### src/rtl/wdg_pkg.sv
package wdg_pkg;
  localparam logic [7:0] IDX_DEVEN = 8'h30;
  localparam logic [7:0] IDX_OUTEN = 8'hF0;
  localparam logic [7:0] IDX_CFG   = 8'hF5;
  localparam logic [7:0] IDX_TIME  = 8'hF6;

  localparam int unsigned B_STATUS = 6;
  localparam int unsigned B_EN     = 5;
  localparam int unsigned B_PULSE  = 4;
  localparam int unsigned B_MINUTE = 3;
  localparam int unsigned B_OUTEN  = 7;

  typedef struct packed {
    logic       en;
    logic       pulse;
    logic       minutes;
    logic [1:0] pw_code;
  } cfg_t;
endpackage

### src/rtl/wdg_regs.sv
module wdg_regs
  import wdg_pkg::*;
(
  input  logic       clk_i,
  input  logic       rst_ni,
  input  logic       wr_i,
  input  logic [7:0] idx_i,
  input  logic [7:0] wdata_i,
  input  logic [7:0] count_i,
  input  logic       expire_i,
  output logic [7:0] rdata_o,
  output cfg_t       cfg_o,
  output logic       dev_en_o,
  output logic       out_en_o,
  output logic       status_o,
  output logic       reload_o
);
  logic wr_cfg, wr_oen, wr_den, stat_clr;

  assign wr_cfg   = wr_i && (idx_i == IDX_CFG);
  assign wr_oen   = wr_i && (idx_i == IDX_OUTEN);
  assign wr_den   = wr_i && (idx_i == IDX_DEVEN);
  assign reload_o = wr_i && (idx_i == IDX_TIME);
  assign stat_clr = wr_cfg && wdata_i[B_STATUS];

  always_ff @(posedge clk_i or negedge rst_ni) begin
    if (!rst_ni) begin
      cfg_o    <= '0;
      dev_en_o <= 1'b0;
      out_en_o <= 1'b0;
      status_o <= 1'b0;
    end else begin
      if (wr_cfg) begin
        cfg_o.en      <= wdata_i[B_EN];
        cfg_o.pulse   <= wdata_i[B_PULSE];
        cfg_o.minutes <= wdata_i[B_MINUTE];
        cfg_o.pw_code <= wdata_i[1:0];
      end
      if (wr_oen) out_en_o <= wdata_i[B_OUTEN];
      if (wr_den) dev_en_o <= wdata_i[0];
      // set beats a same-cycle clear
      if (expire_i)      status_o <= 1'b1;
      else if (stat_clr) status_o <= 1'b0;
    end
  end

  always_comb begin
    rdata_o = '0;
    unique case (idx_i)
      IDX_DEVEN: rdata_o[0] = dev_en_o;
      IDX_OUTEN: rdata_o[B_OUTEN] = out_en_o;
      IDX_CFG: begin
        rdata_o[B_STATUS] = status_o;
        rdata_o[B_EN]     = cfg_o.en;
        rdata_o[B_PULSE]  = cfg_o.pulse;
        rdata_o[B_MINUTE] = cfg_o.minutes;
        rdata_o[1:0]      = cfg_o.pw_code;
      end
      IDX_TIME: rdata_o = count_i;
      default: rdata_o = '0;
    endcase
  end
endmodule

### src/rtl/wdg_timer.sv
module wdg_timer #(
  parameter int unsigned TICKS_PER_SEC = 1000,
  parameter int unsigned SEC_PER_MIN   = 60
) (
  input  logic       clk_i,
  input  logic       rst_ni,
  input  logic       tick_i,
  input  logic       run_ok_i,
  input  logic       minutes_i,
  input  logic       reload_i,
  input  logic [7:0] load_i,
  output logic [7:0] count_o,
  output logic       expire_o,
  output logic       expired_o
);
  localparam int unsigned MIN_TICKS = TICKS_PER_SEC * SEC_PER_MIN;
  localparam int unsigned PRE_W     = $clog2(MIN_TICKS + 1);

  logic [PRE_W-1:0] pre_q, lim;
  logic             counting, unit_edge;

  assign lim       = minutes_i ? PRE_W'(MIN_TICKS - 1) : PRE_W'(TICKS_PER_SEC - 1);
  assign counting  = run_ok_i && !expired_o && tick_i && !reload_i;
  // >= covers a unit switch to seconds in mid-minute
  assign unit_edge = counting && (pre_q >= lim);
  assign expire_o  = unit_edge && (count_o <= 8'd1);

  always_ff @(posedge clk_i or negedge rst_ni) begin
    if (!rst_ni) begin
      pre_q     <= '0;
      count_o   <= '0;
      expired_o <= 1'b0;
    end else if (reload_i) begin
      pre_q     <= '0;
      count_o   <= load_i;
      expired_o <= 1'b0;
    end else if (!run_ok_i) begin
      expired_o <= 1'b0;
    end else if (counting) begin
      if (unit_edge) begin
        pre_q <= '0;
        if (count_o <= 8'd1) begin
          count_o   <= '0;
          expired_o <= 1'b1;
        end else begin
          count_o <= count_o - 8'd1;
        end
      end else begin
        pre_q <= pre_q + 1'b1;
      end
    end
  end
endmodule

### src/rtl/wdg_rstgen.sv
module wdg_rstgen #(
  parameter int unsigned PW0 = 1,
  parameter int unsigned PW1 = 25,
  parameter int unsigned PW2 = 125,
  parameter int unsigned PW3 = 5000
) (
  input  logic       clk_i,
  input  logic       rst_ni,
  input  logic       tick_i,
  input  logic       expire_i,
  input  logic       cancel_i,
  input  logic       pulse_mode_i,
  input  logic [1:0] pw_code_i,
  input  logic       expired_i,
  input  logic       run_ok_i,
  input  logic       out_en_i,
  output logic       rst_no
);
  localparam int unsigned M01    = (PW0 > PW1) ? PW0 : PW1;
  localparam int unsigned M23    = (PW2 > PW3) ? PW2 : PW3;
  localparam int unsigned PW_MAX = (M01 > M23) ? M01 : M23;
  localparam int unsigned PCW    = $clog2(PW_MAX + 1);

  logic [PCW-1:0] width, left_q;
  logic           act_q, assert_rst;

  always_comb begin
    unique case (pw_code_i)
      2'd0: width = PCW'(PW0);
      2'd1: width = PCW'(PW1);
      2'd2: width = PCW'(PW2);
      default: width = PCW'(PW3);
    endcase
  end

  always_ff @(posedge clk_i or negedge rst_ni) begin
    if (!rst_ni) begin
      act_q  <= 1'b0;
      left_q <= '0;
    end else if (cancel_i) begin
      act_q <= 1'b0;
    end else if (expire_i && pulse_mode_i) begin
      act_q  <= 1'b1;
      left_q <= width;
    end else if (act_q && tick_i) begin
      if (left_q <= PCW'(1)) act_q <= 1'b0;
      else left_q <= left_q - 1'b1;
    end
  end

  assign assert_rst = out_en_i && run_ok_i && (pulse_mode_i ? act_q : expired_i);
  assign rst_no     = ~assert_rst;
endmodule

### src/rtl/tick_watchdog.sv
module tick_watchdog
  import wdg_pkg::*;
#(
  parameter int unsigned TICKS_PER_SEC = 1000,
  parameter int unsigned SEC_PER_MIN   = 60,
  parameter int unsigned PW0           = 1,
  parameter int unsigned PW1           = 25,
  parameter int unsigned PW2           = 125,
  parameter int unsigned PW3           = 5000
) (
  input  logic       clk_i,
  input  logic       rst_ni,
  input  logic       tick_i,
  input  logic       wr_i,
  input  logic [7:0] idx_i,
  input  logic [7:0] wdata_i,
  output logic [7:0] rdata_o,
  output logic       wdt_rst_no
);
  cfg_t       cfg;
  logic       dev_en, out_en, status, reload, run_ok, expire, expired;
  logic [7:0] count;

  assign run_ok = cfg.en && dev_en;

  wdg_regs u_regs (
    .clk_i, .rst_ni, .wr_i, .idx_i, .wdata_i,
    .count_i(count), .expire_i(expire), .rdata_o,
    .cfg_o(cfg), .dev_en_o(dev_en), .out_en_o(out_en),
    .status_o(status), .reload_o(reload)
  );

  wdg_timer #(.TICKS_PER_SEC(TICKS_PER_SEC), .SEC_PER_MIN(SEC_PER_MIN)) u_timer (
    .clk_i, .rst_ni, .tick_i, .run_ok_i(run_ok), .minutes_i(cfg.minutes),
    .reload_i(reload), .load_i(wdata_i), .count_o(count),
    .expire_o(expire), .expired_o(expired)
  );

  wdg_rstgen #(.PW0(PW0), .PW1(PW1), .PW2(PW2), .PW3(PW3)) u_rst (
    .clk_i, .rst_ni, .tick_i, .expire_i(expire),
    .cancel_i(reload || !run_ok), .pulse_mode_i(cfg.pulse),
    .pw_code_i(cfg.pw_code), .expired_i(expired), .run_ok_i(run_ok),
    .out_en_i(out_en), .rst_no(wdt_rst_no)
  );
endmodule

### config.mk
export PLATFORM = sky130hd
export DESIGN_NAME = tick_watchdog
export DESIGN_NICKNAME = d
export VERILOG_FILES = /design/src/rtl/wdg_pkg.sv /design/src/rtl/wdg_regs.sv /design/src/rtl/wdg_timer.sv /design/src/rtl/wdg_rstgen.sv /design/src/rtl/tick_watchdog.sv
export SDC_FILE = /design/constraint.sdc
export NUM_CORES = 1
export LEC_CHECK = 0
export ABC_AREA = 1
export ABC_CLOCK_PERIOD_IN_PS = 2200
export BUFFER_PORTS_ARGS = -buffer_cell sky130_fd_sc_hd__clkbuf_2
export CAP_MARGIN = 20
export CORE_UTILIZATION = 40
export CTS_BUF_LIST = sky130_fd_sc_hd__clkbuf_16
export CTS_CLUSTER_DIAMETER = 50
export DETAILED_ROUTE_END_ITERATION = 7
export GPL_TIMING_DRIVEN = 0
export PLACE_DENSITY = 0.64
export SLEW_MARGIN = 10
export SYNTH_ARGS = -nofsm -noshare
export SYNTH_HDL_FRONTEND = slang
export SYNTH_SLANG_ARGS = --single-unit
export TNS_END_PERCENT = 100
### constraint.sdc
create_clock -name clk_i -period 2.2 [get_ports clk_i]
set_input_delay 0.44 -clock clk_i [delete_from_list [all_inputs] [get_ports clk_i]]
set_output_delay 0.44 -clock clk_i [all_outputs]
set_load 0.02 [all_outputs]
==> results of run 1 <==
[synth_stat cells (all sizes together)]
cell type	number	area (µm²)
buf	9	76.3
and2	1	6.26
o22ai	10	62.6
nor2	43	184
o21ai	28	144
o221ai	1	8.76
o31ai	1	7.51
o21bai	1	7.51
ha	17	213
xnor2	2	17.5
nand4	13	96.3
xor2	17	149
a31oi	1	6.26
a21oi	11	77.6
inv	64	240
or2	1	6.26
o2111ai	1	8.76
nor4	2	12.5
o21a	1	7.51
a32o	1	10.0
clkbuf	1	3.75
nand3	25	140
nor3b	1	12.5
dfrtp	47	1180
nor3	15	111
nand2	133	527
[kinds of logic after synthesis]
kind of cell    after synthesis
flops                        47
fa+ha+maj                    17
xor+xnor                     19
simple gates                234
compound gates               56
buf+inv                      74
[power by group through the flow]
stage	logic, µW	registers, µW	clock network [µW]
6_report	268	942	995
5_1_grt	308	948	1030
4_1_cts	245	938	1010
2_1_floorplan	170	946	0
3_5_place_dp	244	954	0
3_3_place_gp	232	954	0
[repair_timing]
action                                  4_1_cts  5_1_grt
pin swaps                                     0       10
buffers inserted                              0        8
endpoints found under the setup margin       33       34
gates resized for setup                       3       17
[how the worst max path moves through the flow]
| stage | slack (ns) | start | depth (start not counted) | to |
|---|---|---|---|---|
| 6_report | 0.10 | u_regs.cfg_o[2]$_DFFE_PN0P_ | 14 | u_rst.left_q[0]$_DFFE_PN0P_ |
| 2_1_floorplan | 0.25 | u_regs.cfg_o[2]$_DFFE_PN0P_ | 12 | u_rst.left_q[1]$_DFFE_PN0P_ |
| 3_3_place_gp | -0.12 | u_regs.cfg_o[2]$_DFFE_PN0P_ | 12 | u_timer.pre_q[9]$_DFFE_PN0P_ |
| 5_1_grt | -0.06 | u_regs.cfg_o[2]$_DFFE_PN0P_ | 10 | u_rst.left_q[9]$_DFFE_PN0P_ |
| 3_5_place_dp | -0.15 | u_regs.cfg_o[2]$_DFFE_PN0P_ | 10 | u_timer.count_o[7]$_DFFE_PN0P_ |
| 4_1_cts | 0.009 | u_regs.cfg_o[2]$_DFFE_PN0P_ | 10 | u_timer.count_o[7]$_DFFE_PN0P_ |
[critical path: cells and delay by family, from the launching register on]
kind,cells,cell delay (ns)
AND/OR/NAND/NOR,11,0.99
buffers and inverters,2,0.28
flip-flops,1,0.46
adder cells (fa/ha/maj),1,0.26
[area by class of cell]
class,instances,share of cell area [%]
clock buffer,5,3.15
multi-input combinational,326,48.0
clock inverter,3,1.70
tap,102,3.21
inverter,64,6.23
timing repair buffer,37,5.95
buffer,10,2.11
sequential,47,29.6
[per-layer routing]
layer | track usage, % | vias up | wire (µm)
met5 | 0 | - | 0
met1 | 25.6 | 1370 | 3620
met2 | 29.7 | 72 | 3490
met3 | 3.09 | 15 | 314
li1 | - | 1523 | -
met4 | 7.82 | 0 | 153
[flip-flops by register name, indices dropped and copies added, names as in the netlist]
signal / cells
u_regs.dev_en_o: 1
u_rst.act_q: 1
u_timer.count_o: 8
u_timer.expired_o: 1
u_rst.left_q: 13
u_timer.pre_q: 16
u_regs.cfg_o: 5
u_regs.status_o: 1
u_regs.out_en_o: 1
[stage by stage]
| stage | util [%] | area, µm² | worst slack, ns | hold WS, ns |
|---|---|---|---|---|
| global route | 50.7 | 3980 | -0.0550 | 0.136 |
| floorplan | - | 3310 | 0.253 | 0.144 |
| detailed placement | 45.9 | 3600 | -0.150 | 0.428 |
| global placement | 45.6 | 3580 | -0.120 | 0.466 |
| CTS | 48.4 | 3800 | 0.00872 | 0.119 |
| finish | 50.7 | 3980 | 0.101 | 0.0966 |
==> reports/results.md, run 1 <==
| Group | Parameter | Value |
| --- | --- | --- |
| worst setup path | FF-to-FF setup slack | 0.10 ns |
| sta | Worst-case clock skew | 0.00489 ns |
| cells and area | Leading cell type in the layout, fill and taps excluded | sky130_fd_sc_hd__nand2_1 |
| worst setup path | Most used cell, CP | sky130_fd_sc_hd__nand2_1 |
| yosys | Share of synthesized area spent on multiplexers | 0% |
| power and ir drop | Peak ir drop on the vdd network | 0.000331 V |
| sta | Transition time at the pin with the least slew margin | 0.527 ns |
| worst setup path | Required time at the worst-slack endpoint | 2.38 ns |
| power and ir drop | Net switching power | 543 µW |
| power and ir drop | Combinational share of power | 12.2% |
| yosys | Xor-xnor portion of the synthesized cell area | 5.02% |
| worst setup path | Worst reg2reg endpoint | u_rst.left_q[0]$_DFFE_PN0P_ |
| clocking | H-tree levels | 2 |
| worst setup path | Largest fanout on the critical path | 10 |
| clocking | Post-cts hold buffer count | 0 |
| global routing | Vias in the first global route | 2905 |
| sta | Number of slew-limit violations in the final report | 0 |
| die | Number of placed I/O pins | 29 |
| die | Die extent in x | 93.0 µm |
| yosys | Warnings from Yosys | 0 |
| power and ir drop | Power per cell area | 555 nW/µm² |
| die | Initial cell density of the core | 42.2% |
| worst setup path | Data arrival time of the critical path | 2.28 ns |
| drt | Average wire per standard cell | 12.8 µm |
| clocking | Clock-pin transition on the worst setup and hold timing paths | 0.07 ns |
| yosys | Synthesized-area fraction occupied by ao, oa, aoi and oai cells | 10.3% |
| yosys | Dominant combinational cell family by area after synthesis | simple AND/OR/NAND/NOR gates |
| global routing | Global-route congestion overflow total | 0 |
| clocking | Clock tree from TritonCTS | built |
| clocking | Clock latency reported for the late side of the worst-skew pair | 0.29 ns |
| power and ir drop | Relative contribution of sequential cells to total power | 42.7% |
| run status | Status | finished, final reports clean |
| yosys | FF+latch count, synth | 47 |
| yosys | Cell area after synthesis | 3310 µm² |
| worst setup path | Critical path class | reg2reg |
| place | Post-Place Cells | 578 |
| cells and area | Number of nets in the layout | 528 |
| power and ir drop | Switching Share | 24.6% |
| cells and area | Antenna fix cells | 0 |
| yosys | Gate count after technology mapping | 447 |
| cells and area | Non-filler cells, final | 594 |
| drt | Drt pass-1 iters | 4 |
| drt | Sum of routed wire length over all layers | 7.58 mm |
| sta | Rel. slew slack | 64.6% |
| sta | Number of endpoints with negative hold slack in the final report | 0 |
| worst setup path | R2r worst-path depth | 14 |
| power and ir drop | Part of the total power dissipated in the clock network | 45.1% |
| global routing | Antenna violations before repair | 0 |
| drt | Antenna viol nets, final | 0 |
| sta | Setup Total Neg Slack | 0 ns |
| drt | DR iter-0 viols | 104 |
| yosys | Synth Area in Adders | 6.42% |
| cells and area | Storage element area | 1180 µm² |
| yosys | Simple-gate share of the synthesized area | 33.1% |
| worst setup path | Setup crit start kind | flop |
| yosys | Yosys cell types | 39 |
| die | Die footprint | 8650 µm² |
| cells and area | Area growth from synthesis to final layout | 20.0% |
| sta | Unrepaired setup endpoints after global routing | yes |
| hold path | Class of the tightest hold or removal check | in2async |
| die | Standard-cell rows | 32 |
| worst setup path | Kind of capture point of the worst setup path | flop |
| die | Die Height | 93.0 µm |
| clocking | Clock root buffer | sky130_fd_sc_hd__clkbuf_16 |
| global routing | Maximum number of pins on one net before global-route repair | 32 |
| worst setup path | Series of cell instances along the critical path | buf_6 > ha_4 > nand3_4 > nor2_2 > nand2_1 > nand2_1 > nand2_2 > nand2_2 > nand4_4 > nand2_4 > nand2_4 > buf_6 > nand2_1 > nand2_1 |
| cells and area | Share of post-route cells with drive strength above 1 | 21.3% |
| clocking | Number of buffers on the longest clock path | 2 |
| cells and area | Most frequent cells in the layout | 125 x sky130_fd_sc_hd__nand2_1, 52 x sky130_fd_sc_hd__inv_1, 46 x sky130_fd_sc_hd__dfrtp_1 |
| drt | Via-per-instance ratio | 5.02 |
| place | Routability cong. | 0.833 |
| cells and area | Area used by multi-input combinational logic | 1910 µm² |
| cells and area | Number of fill cells | 796 |
| global routing | All-Layer GR Usage | 18.8% |
| yosys | Total nets after synthesis | 484 |
| die | Floorplan Core Area | 7850 µm² |
| run | Max Cap Violations | 0 |
| sta | Maximum operating frequency | 0.476 GHz |
| worst setup path | Biggest cell delay along the critical path | 0.46 ns |
| yosys | Share of the yosys chip area belonging to registers | 35.5% |
| clocking | Total CTS buffers | 5 |
| sta | Share of the clock period used by the worst path after layout | 95.4% |
| global routing | Wire length of the first global-routing pass | 13.1 mm |
| sta | Final setup violating endpoints | 0 |
| clocking | Count of clock tree sinks | 47 |
| power and ir drop | Post-layout power | 2210 µW |
| yosys | Post-synthesis area per instance | 7.41 µm² |
| power and ir drop | Cell internal power dissipation | 1660 µW |
| power and ir drop | Static leakage power | 0.00200 µW |
| place | Post-detailed-placement half-perimeter wirelength | 5.48 mm |
| place | Port bufs | 28 |
| worst setup path | Critical Path Slowest Stage Cell | sky130_fd_sc_hd__dfrtp_2 |
| drt | Number of remaining DRC errors | 0 |
| worst setup path | Start of the worst register-to-register path | u_regs.cfg_o[2]$_DFFE_PN0P_ |
| sta | Minimum clock period | 2.10 ns |
| drt | Number of vias after detailed routing | 2980 |
No activity file was read; power rests on OpenSTA's default activity.
==> run 2: changes to the inputs <==
==> constraint.sdc (replaced) <==
create_clock -name clk_i -period 2.2 [get_ports clk_i]
set_input_delay 0.44 -clock clk_i [delete_from_list [all_inputs] [get_ports clk_i]]
set_output_delay 0.44 -clock clk_i [all_outputs]
set_load 0.1 [all_outputs]
==> reports/results.md, run 2 (synthesized netlist as in run 1, its figures left out) <==
| Group | Parameter | Value |
| --- | --- | --- |
| place | Post-detailed-placement half-perimeter wirelength | 5.57 mm |
| run | Max Cap Violations | 0 |
| sta | Hold slack final | 0.235 ns |
| sta | Worst-case clock skew | 0.00904 ns |
| worst setup path | Kind of capture point of the worst setup path | primary output |
| worst setup path | Required time at the worst-slack endpoint | 1.76 ns |
| place | Port bufs | 28 |
| cells and area | Max FFs per register | 16 |
| sta | Share of the clock period used by the worst path after layout | 96.4% |
| power and ir drop | Static leakage power | 0.00201 µW |
| die | Die extent in x | 93.0 µm |
| drt | Routed length on met1 | 3.56 mm |
| clocking | Count of clock tree sinks | 47 |
| clocking | Total CTS buffers | 5 |
| run status | Status | finished, final reports clean |
| cells and area | Number of nets in the layout | 525 |
| drt | Number of vias after detailed routing | 2953 |
| cells and area | Register with the most flip-flops | u_timer.pre_q |
| global routing | All-Layer GR Usage | 18.4% |
| drt | Antenna viol nets, final | 0 |
| global routing | Maximum number of pins on one net before global-route repair | 29 |
| cells and area | Area growth from synthesis to final layout | 20.2% |
| sta | Rel. slew slack | 45.3% |
| global routing | Antenna violations before repair | 0 |
| clocking | Clock-pin transition on the worst setup and hold timing paths | 0.07 ns |
| die | Initial cell density of the core | 42.2% |
| cells and area | Non-filler cells, final | 591 |
| drt | Sum of routed wire length over all layers | 7.39 mm |
| clocking | Clock tree from TritonCTS | built |
| sta | Min setup slack post-route | 0.0784 ns |
| worst setup path | FF-to-FF setup slack | 0.10 ns |
| worst setup path | Setup crit start kind | primary input |
| cells and area | Antenna fix cells | 0 |
| die | Number of placed I/O pins | 29 |
| global routing | Wire length of the first global-routing pass | 12.8 mm |
| die | Die Height | 93.0 µm |
| place | Post-Place Cells | 578 |
| die | Standard-cell rows | 32 |
| place | Routability cong. | 0.826 |
| cells and area | Largest registers ranked by flip-flop count | u_timer.pre_q (16), u_rst.left_q (13), u_timer.count_o (8) |
| worst setup path | Series of cell instances along the critical path | clkbuf_2 > inv_1 > nand2_1 > nor2_1 > nand2_2 > o21ai_2 > buf_2 |
| hold path | Class of the tightest hold or removal check | in2async |
| die | Floorplan Core Area | 7850 µm² |
| power and ir drop | Post-layout power | 2080 µW |
| drt | Via-per-instance ratio | 5.00 |
| clocking | Post-cts hold buffer count | 0 |
| power and ir drop | Power per cell area | 522 nW/µm² |
| cells and area | Most frequent cells in the layout | 124 x sky130_fd_sc_hd__nand2_1, 52 x sky130_fd_sc_hd__inv_1, 46 x sky130_fd_sc_hd__dfrtp_1 |
| die | Die footprint | 8650 µm² |
| sta | Unrepaired setup endpoints after global routing | yes |
| clocking | Clock root buffer | sky130_fd_sc_hd__clkbuf_16 |
| sta | Final setup violating endpoints | 0 |
| drt | Average wire per standard cell | 12.5 µm |
| power and ir drop | Peak ir drop on the vdd network | 0.000271 V |
| place | Area after detailed placement | 3660 µm² |
| worst setup path | Data arrival time of the critical path | 1.68 ns |
| clocking | Number of buffers on the longest clock path | 2 |
| cells and area | Post-Layout Inst Area | 3980 µm² |
| sta | Minimum clock period | 2.12 ns |
| worst setup path | Critical Path Slowest Stage Cell | sky130_fd_sc_hd__buf_2 |
| cells and area | Leading cell type in the layout, fill and taps excluded | sky130_fd_sc_hd__nand2_1 |
| drt | Total length of routed met3 wires | 213 µm |
| cells and area | Share of post-route cells with drive strength above 1 | 22.3% |
| clocking | Clock latency reported for the late side of the worst-skew pair | 0.29 ns |
| sta | Number of slew-limit violations in the final report | 0 |
| drt | Number of remaining DRC errors | 0 |
| place | Pre-CTS WS | -0.168 ns |
| drt | Highest routed metal layer | met4 |
| sta | Transition time at the pin with the least slew margin | 0.820 ns |
| sta | Number of endpoints with negative hold slack in the final report | 0 |
| drt | DR iter-0 viols | 106 |
| global routing | Global-route congestion overflow total | 0 |
| worst setup path | Critical path class | in2out |
| global routing | Vias in the first global route | 2897 |
| sta | Maximum operating frequency | 0.471 GHz |
| worst setup path | Largest fanout on the critical path | 8 |
| worst setup path | Biggest cell delay along the critical path | 0.43 ns |
| drt | Routed met2 length | 3.51 mm |
| drt | Drt pass-1 iters | 4 |
| clocking | H-tree levels | 2 |
==> run 2: cell type report <==
type	count	area, µm²
plain buffers	9	68.8
clock buffers	5	125
clock inverters	3	38.8
fillers	773	3860
inverters	64	248
multi-input cells	326	1960
flip-flops and latches	47	1180
well taps	102	128
repair buffers	35	238
==> run 2: power by group <==
group	internal, µW	total [µW]	leakage (µW)	switching [µW]
Sequential	904	941	0.000617	37.2
Combinational	105	277	0.00131	171
Clock	531	860	0.0000812	329
==> run 2: layer usage <==
metal | vias to the layer above | GRT usage (%)
met1 | 1372 | 24.8
met4 | 0 | 5.00
li1 | 1519 | -
met2 | 53 | 30.5
met5 | - | 0
met3 | 9 | 2.93
==> run 2: worst paths after layout <==
path / start / endpoint / cells past startpoint
min in group clk_i: wr_i / u_regs.dev_en_o$_DFFE_PN0P_ / 2
worst max-delay path: idx_i[0] / rdata_o[7] / 7
worst min-delay path: rst_ni / u_timer.pre_q[7]$_DFFE_PN0P_ / 1
worst min register to register: u_rst.left_q[12]$_DFFE_PN0P_ / u_rst.left_q[12]$_DFFE_PN0P_ / 2
max in group asynchronous: rst_ni / u_regs.cfg_o[2]$_DFFE_PN0P_ / 2
worst max register to register: u_regs.cfg_o[2]$_DFFE_PN0P_ / u_rst.left_q[8]$_DFFE_PN0P_ / 12
==> run 2: critical path, delay by kind of cell <==
kind            cells  cell delay (ns)
buf+inv             3             0.60
simple gates        3             0.46
compound gates      1             0.17
==> run 2: what timing repair did <==
| item | CTS | global route |
|---|---|---|
| endpoints found under the hold margin | 0 | 0 |
| setup buffers | 1 | 4 |
| gates resized for setup | 11 | 17 |
| pin swaps | 1 | 7 |
| endpoints found under the setup margin | 41 | 38 |
| cloned | 0 | 1 |
==> run 2: per-stage QoR <==
stage                     utilization (%)  setup TNS, ns
after floorplan                         -         -0.762
after global placement               46.3          -3.26
after detailed placement             46.7          -5.00
after CTS                            49.3              0
after global routing                 50.7        -0.0452
final                                50.7              0
==> run 3: changes to the inputs <==
- CTS_BUF_LIST: sky130_fd_sc_hd__clkbuf_16 -> sky130_fd_sc_hd__clkbuf_8 sky130_fd_sc_hd__clkbuf_16
==> reports/results.md, run 3 (synthesized netlist as in run 1, its figures left out) <==
| Group | Parameter | Value |
| --- | --- | --- |
| run status | Status | finished, final reports clean |
| die | Die footprint | 8650 µm² |
| worst setup path | Setup crit start kind | primary input |
| drt | Average wire per standard cell | 12.4 µm |
| sta | Transition time at the pin with the least slew margin | 0.818 ns |
| sta | Final setup violating endpoints | 0 |
| global routing | Met3 Resource Use GR | 2.68% |
| worst setup path | Start of the worst register-to-register path | u_regs.cfg_o[2]$_DFFE_PN0P_ |
| drt | Antenna viol nets, final | 0 |
| worst setup path | Kind of capture point of the worst setup path | primary output |
| clocking | Total CTS buffers | 5 |
| die | Standard-cell rows | 32 |
| cells and area | Max FFs per register | 16 |
| worst setup path | Worst setup path end | rdata_o[7] |
| power and ir drop | Peak ir drop on the vdd network | 0.000216 V |
| cells and area | Number of fill cells | 783 |
| hold path | Class of the tightest hold or removal check | in2async |
| sta | Share of the clock period used by the worst path after layout | 96.6% |
| power and ir drop | Power per cell area | 480 nW/µm² |
| die | Die extent in x | 93.0 µm |
| cells and area | Share of post-route cells with drive strength above 1 | 22.5% |
| place | Area after detailed placement | 3660 µm² |
| global routing | Wire length of the first global-routing pass | 12.7 mm |
| global routing | All-Layer GR Usage | 18.2% |
| worst setup path | Largest fanout on the critical path | 8 |
| global routing | GR Layer Usage met1 | 24.8% |
| global routing | Global-route congestion overflow total | 0 |
| power and ir drop | Combinational share of power | 14.6% |
| drt | Number of vias after detailed routing | 2950 |
| die | Die Height | 93.0 µm |
| cells and area | Non-filler cells, final | 591 |
| sta | Minimum clock period | 2.13 ns |
| worst setup path | Worst reg2reg endpoint | u_rst.left_q[8]$_DFFE_PN0P_ |
| place | Post-detailed-placement half-perimeter wirelength | 5.57 mm |
| global routing | Vias in the first global route | 2874 |
| sta | Number of slew-limit violations in the final report | 0 |
| global routing | Antenna violations before repair | 0 |
| clocking | Clock tree from TritonCTS | built |
| sta | Maximum operating frequency | 0.470 GHz |
| clocking | Clock latency reported for the late side of the worst-skew pair | 0.31 ns |
| drt | Number of remaining DRC errors | 0 |
| cells and area | Register with the most flip-flops | u_timer.pre_q |
| clocking | Number of buffers on the longest clock path | 2 |
| place | Post-Place Cells | 578 |
| die | Floorplan Core Area | 7850 µm² |
| power and ir drop | Cell internal power dissipation | 1380 µW |
| cells and area | Most frequent cells in the layout | 124 x sky130_fd_sc_hd__nand2_1, 52 x sky130_fd_sc_hd__inv_1, 46 x sky130_fd_sc_hd__dfrtp_1 |
| worst setup path | Required time at the worst-slack endpoint | 1.76 ns |
| drt | Sum of routed wire length over all layers | 7.36 mm |
| cells and area | Storage element area | 1180 µm² |
| power and ir drop | Post-layout power | 1900 µW |
| sta | Min setup slack post-route | 0.0741 ns |
| global routing | Maximum number of pins on one net before global-route repair | 29 |
| power and ir drop | Relative contribution of sequential cells to total power | 49.6% |
| sta | Rel. slew slack | 45.5% |
| drt | DR iter-0 viols | 75 |
| clocking | Clock-pin transition on the worst setup and hold timing paths | 0.10 ns |
| die | Number of placed I/O pins | 29 |
| place | Port bufs | 28 |
| cells and area | Area used by multi-input combinational logic | 1970 µm² |
| drt | Via-per-instance ratio | 4.99 |
| sta | Unrepaired setup endpoints after global routing | yes |
| power and ir drop | Net switching power | 519 µW |
| sta | Hold slack final | 0.207 ns |
| global routing | Grt peak-use layer | met2 |
| worst setup path | Critical path class | in2out |
| run | Max Cap Violations | 0 |
| clocking | H-tree levels | 2 |
| worst setup path | Crit. Startpoint | idx_i[3] |
| sta | Number of endpoints with negative hold slack in the final report | 0 |
| cells and area | Largest registers ranked by flip-flop count | u_timer.pre_q (16), u_rst.left_q (13), u_timer.count_o (8) |
| power and ir drop | Switching Share | 27.4% |
| cells and area | Post-Layout Inst Area | 3950 µm² |
| place | Routability cong. | 0.826 |
| cells and area | Area growth from synthesis to final layout | 19.2% |
| die | Initial cell density of the core | 42.2% |
| clocking | Count of clock tree sinks | 47 |
| cells and area | Antenna fix cells | 0 |
| global routing | Fraction of met2 tracks used by global routing | 30.0% |
| sta | Worst-case clock skew | 0.0146 ns |
| place | Pre-CTS WS | -0.168 ns |
| worst setup path | R2r worst-path depth | 12 |
| clocking | Clock root buffer | sky130_fd_sc_hd__clkbuf_8 |
| power and ir drop | Static leakage power | 0.00197 µW |
| drt | Drt pass-1 iters | 4 |
| worst setup path | Data arrival time of the critical path | 1.69 ns |
| cells and area | Number of nets in the layout | 525 |
| cells and area | Leading cell type in the layout, fill and taps excluded | sky130_fd_sc_hd__nand2_1 |
| power and ir drop | Part of the total power dissipated in the clock network | 35.8% |
| worst setup path | FF-to-FF setup slack | 0.10 ns |
-- run 3: per-layer routing --
metal,wire (µm),share of wire (%)
met2,3480,47
met1,3560,48
met5,0,0
met4,94,1.3
met3,219,3.0
-- run 3: worst max-delay path, cell delays in order --
cell and delay (ns):
sky130_fd_sc_hd__clkbuf_2 0.09, sky130_fd_sc_hd__inv_1 0.05, sky130_fd_sc_hd__nand2_1 0.07, sky130_fd_sc_hd__nor2_1 0.21, sky130_fd_sc_hd__nand2_2 0.22, sky130_fd_sc_hd__o21ai_2 0.17, sky130_fd_sc_hd__buf_2 0.44
-- run 3: per-stage QoR --
| step | TNS (ns) | utilization [%] |
|---|---|---|
| floorplan | -0.762 | - |
| global placement | -3.26 | 46.3 |
| detailed placement | -5.00 | 46.7 |
| CTS | 0 | 48.7 |
| global route | -0.0681 | 50.3 |
| finish | 0 | 50.3 |
-- run 3: worst min path at each step --
stage | cells after the start | end | slack, ns
after CTS | 1 | u_timer.pre_q[5]$_DFFE_PN0P_ | 0.24
after global placement | 2 | u_rst.left_q[12]$_DFFE_PN0P_ | 0.47
after global routing | 1 | u_timer.pre_q[7]$_DFFE_PN0P_ | 0.25
final | 1 | u_timer.pre_q[7]$_DFFE_PN0P_ | 0.21
after detailed placement | 2 | u_rst.left_q[12]$_DFFE_PN0P_ | 0.48
after floorplan | 0 | u_regs.cfg_o[0]$_DFFE_PN0P_ | 0.14
-- run 3: cell type report --
class                           instances  share of cell area (%)
Multi-Input combinational cell        326                    49.8
Sequential cell                        47                    29.8
Inverter                               64                    6.27
Timing Repair Buffer                   35                    6.12
Tap cell                              102                    3.23
Clock buffer                            6                    2.09
Buffer                                  9                    1.74
Clock inverter                          2                   0.887
-- run 3: timing repair --
item | 4_1_cts | 5_1_grt
gates resized for setup | 11 | 19
buffers inserted | 1 | 4
cloned | 0 | 1
setup endpoints to repair | 41 | 38
pin swaps | 1 | 7
hold buffers | 0 | 0
-- run 3: power by group through the flow --
stage	clock network [µW]	registers (µW)	logic [µW]
after global placement	0	953	244
after floorplan	0	947	180
after CTS	697	937	261
final	679	941	276
after detailed placement	0	953	258
after global routing	727	947	314
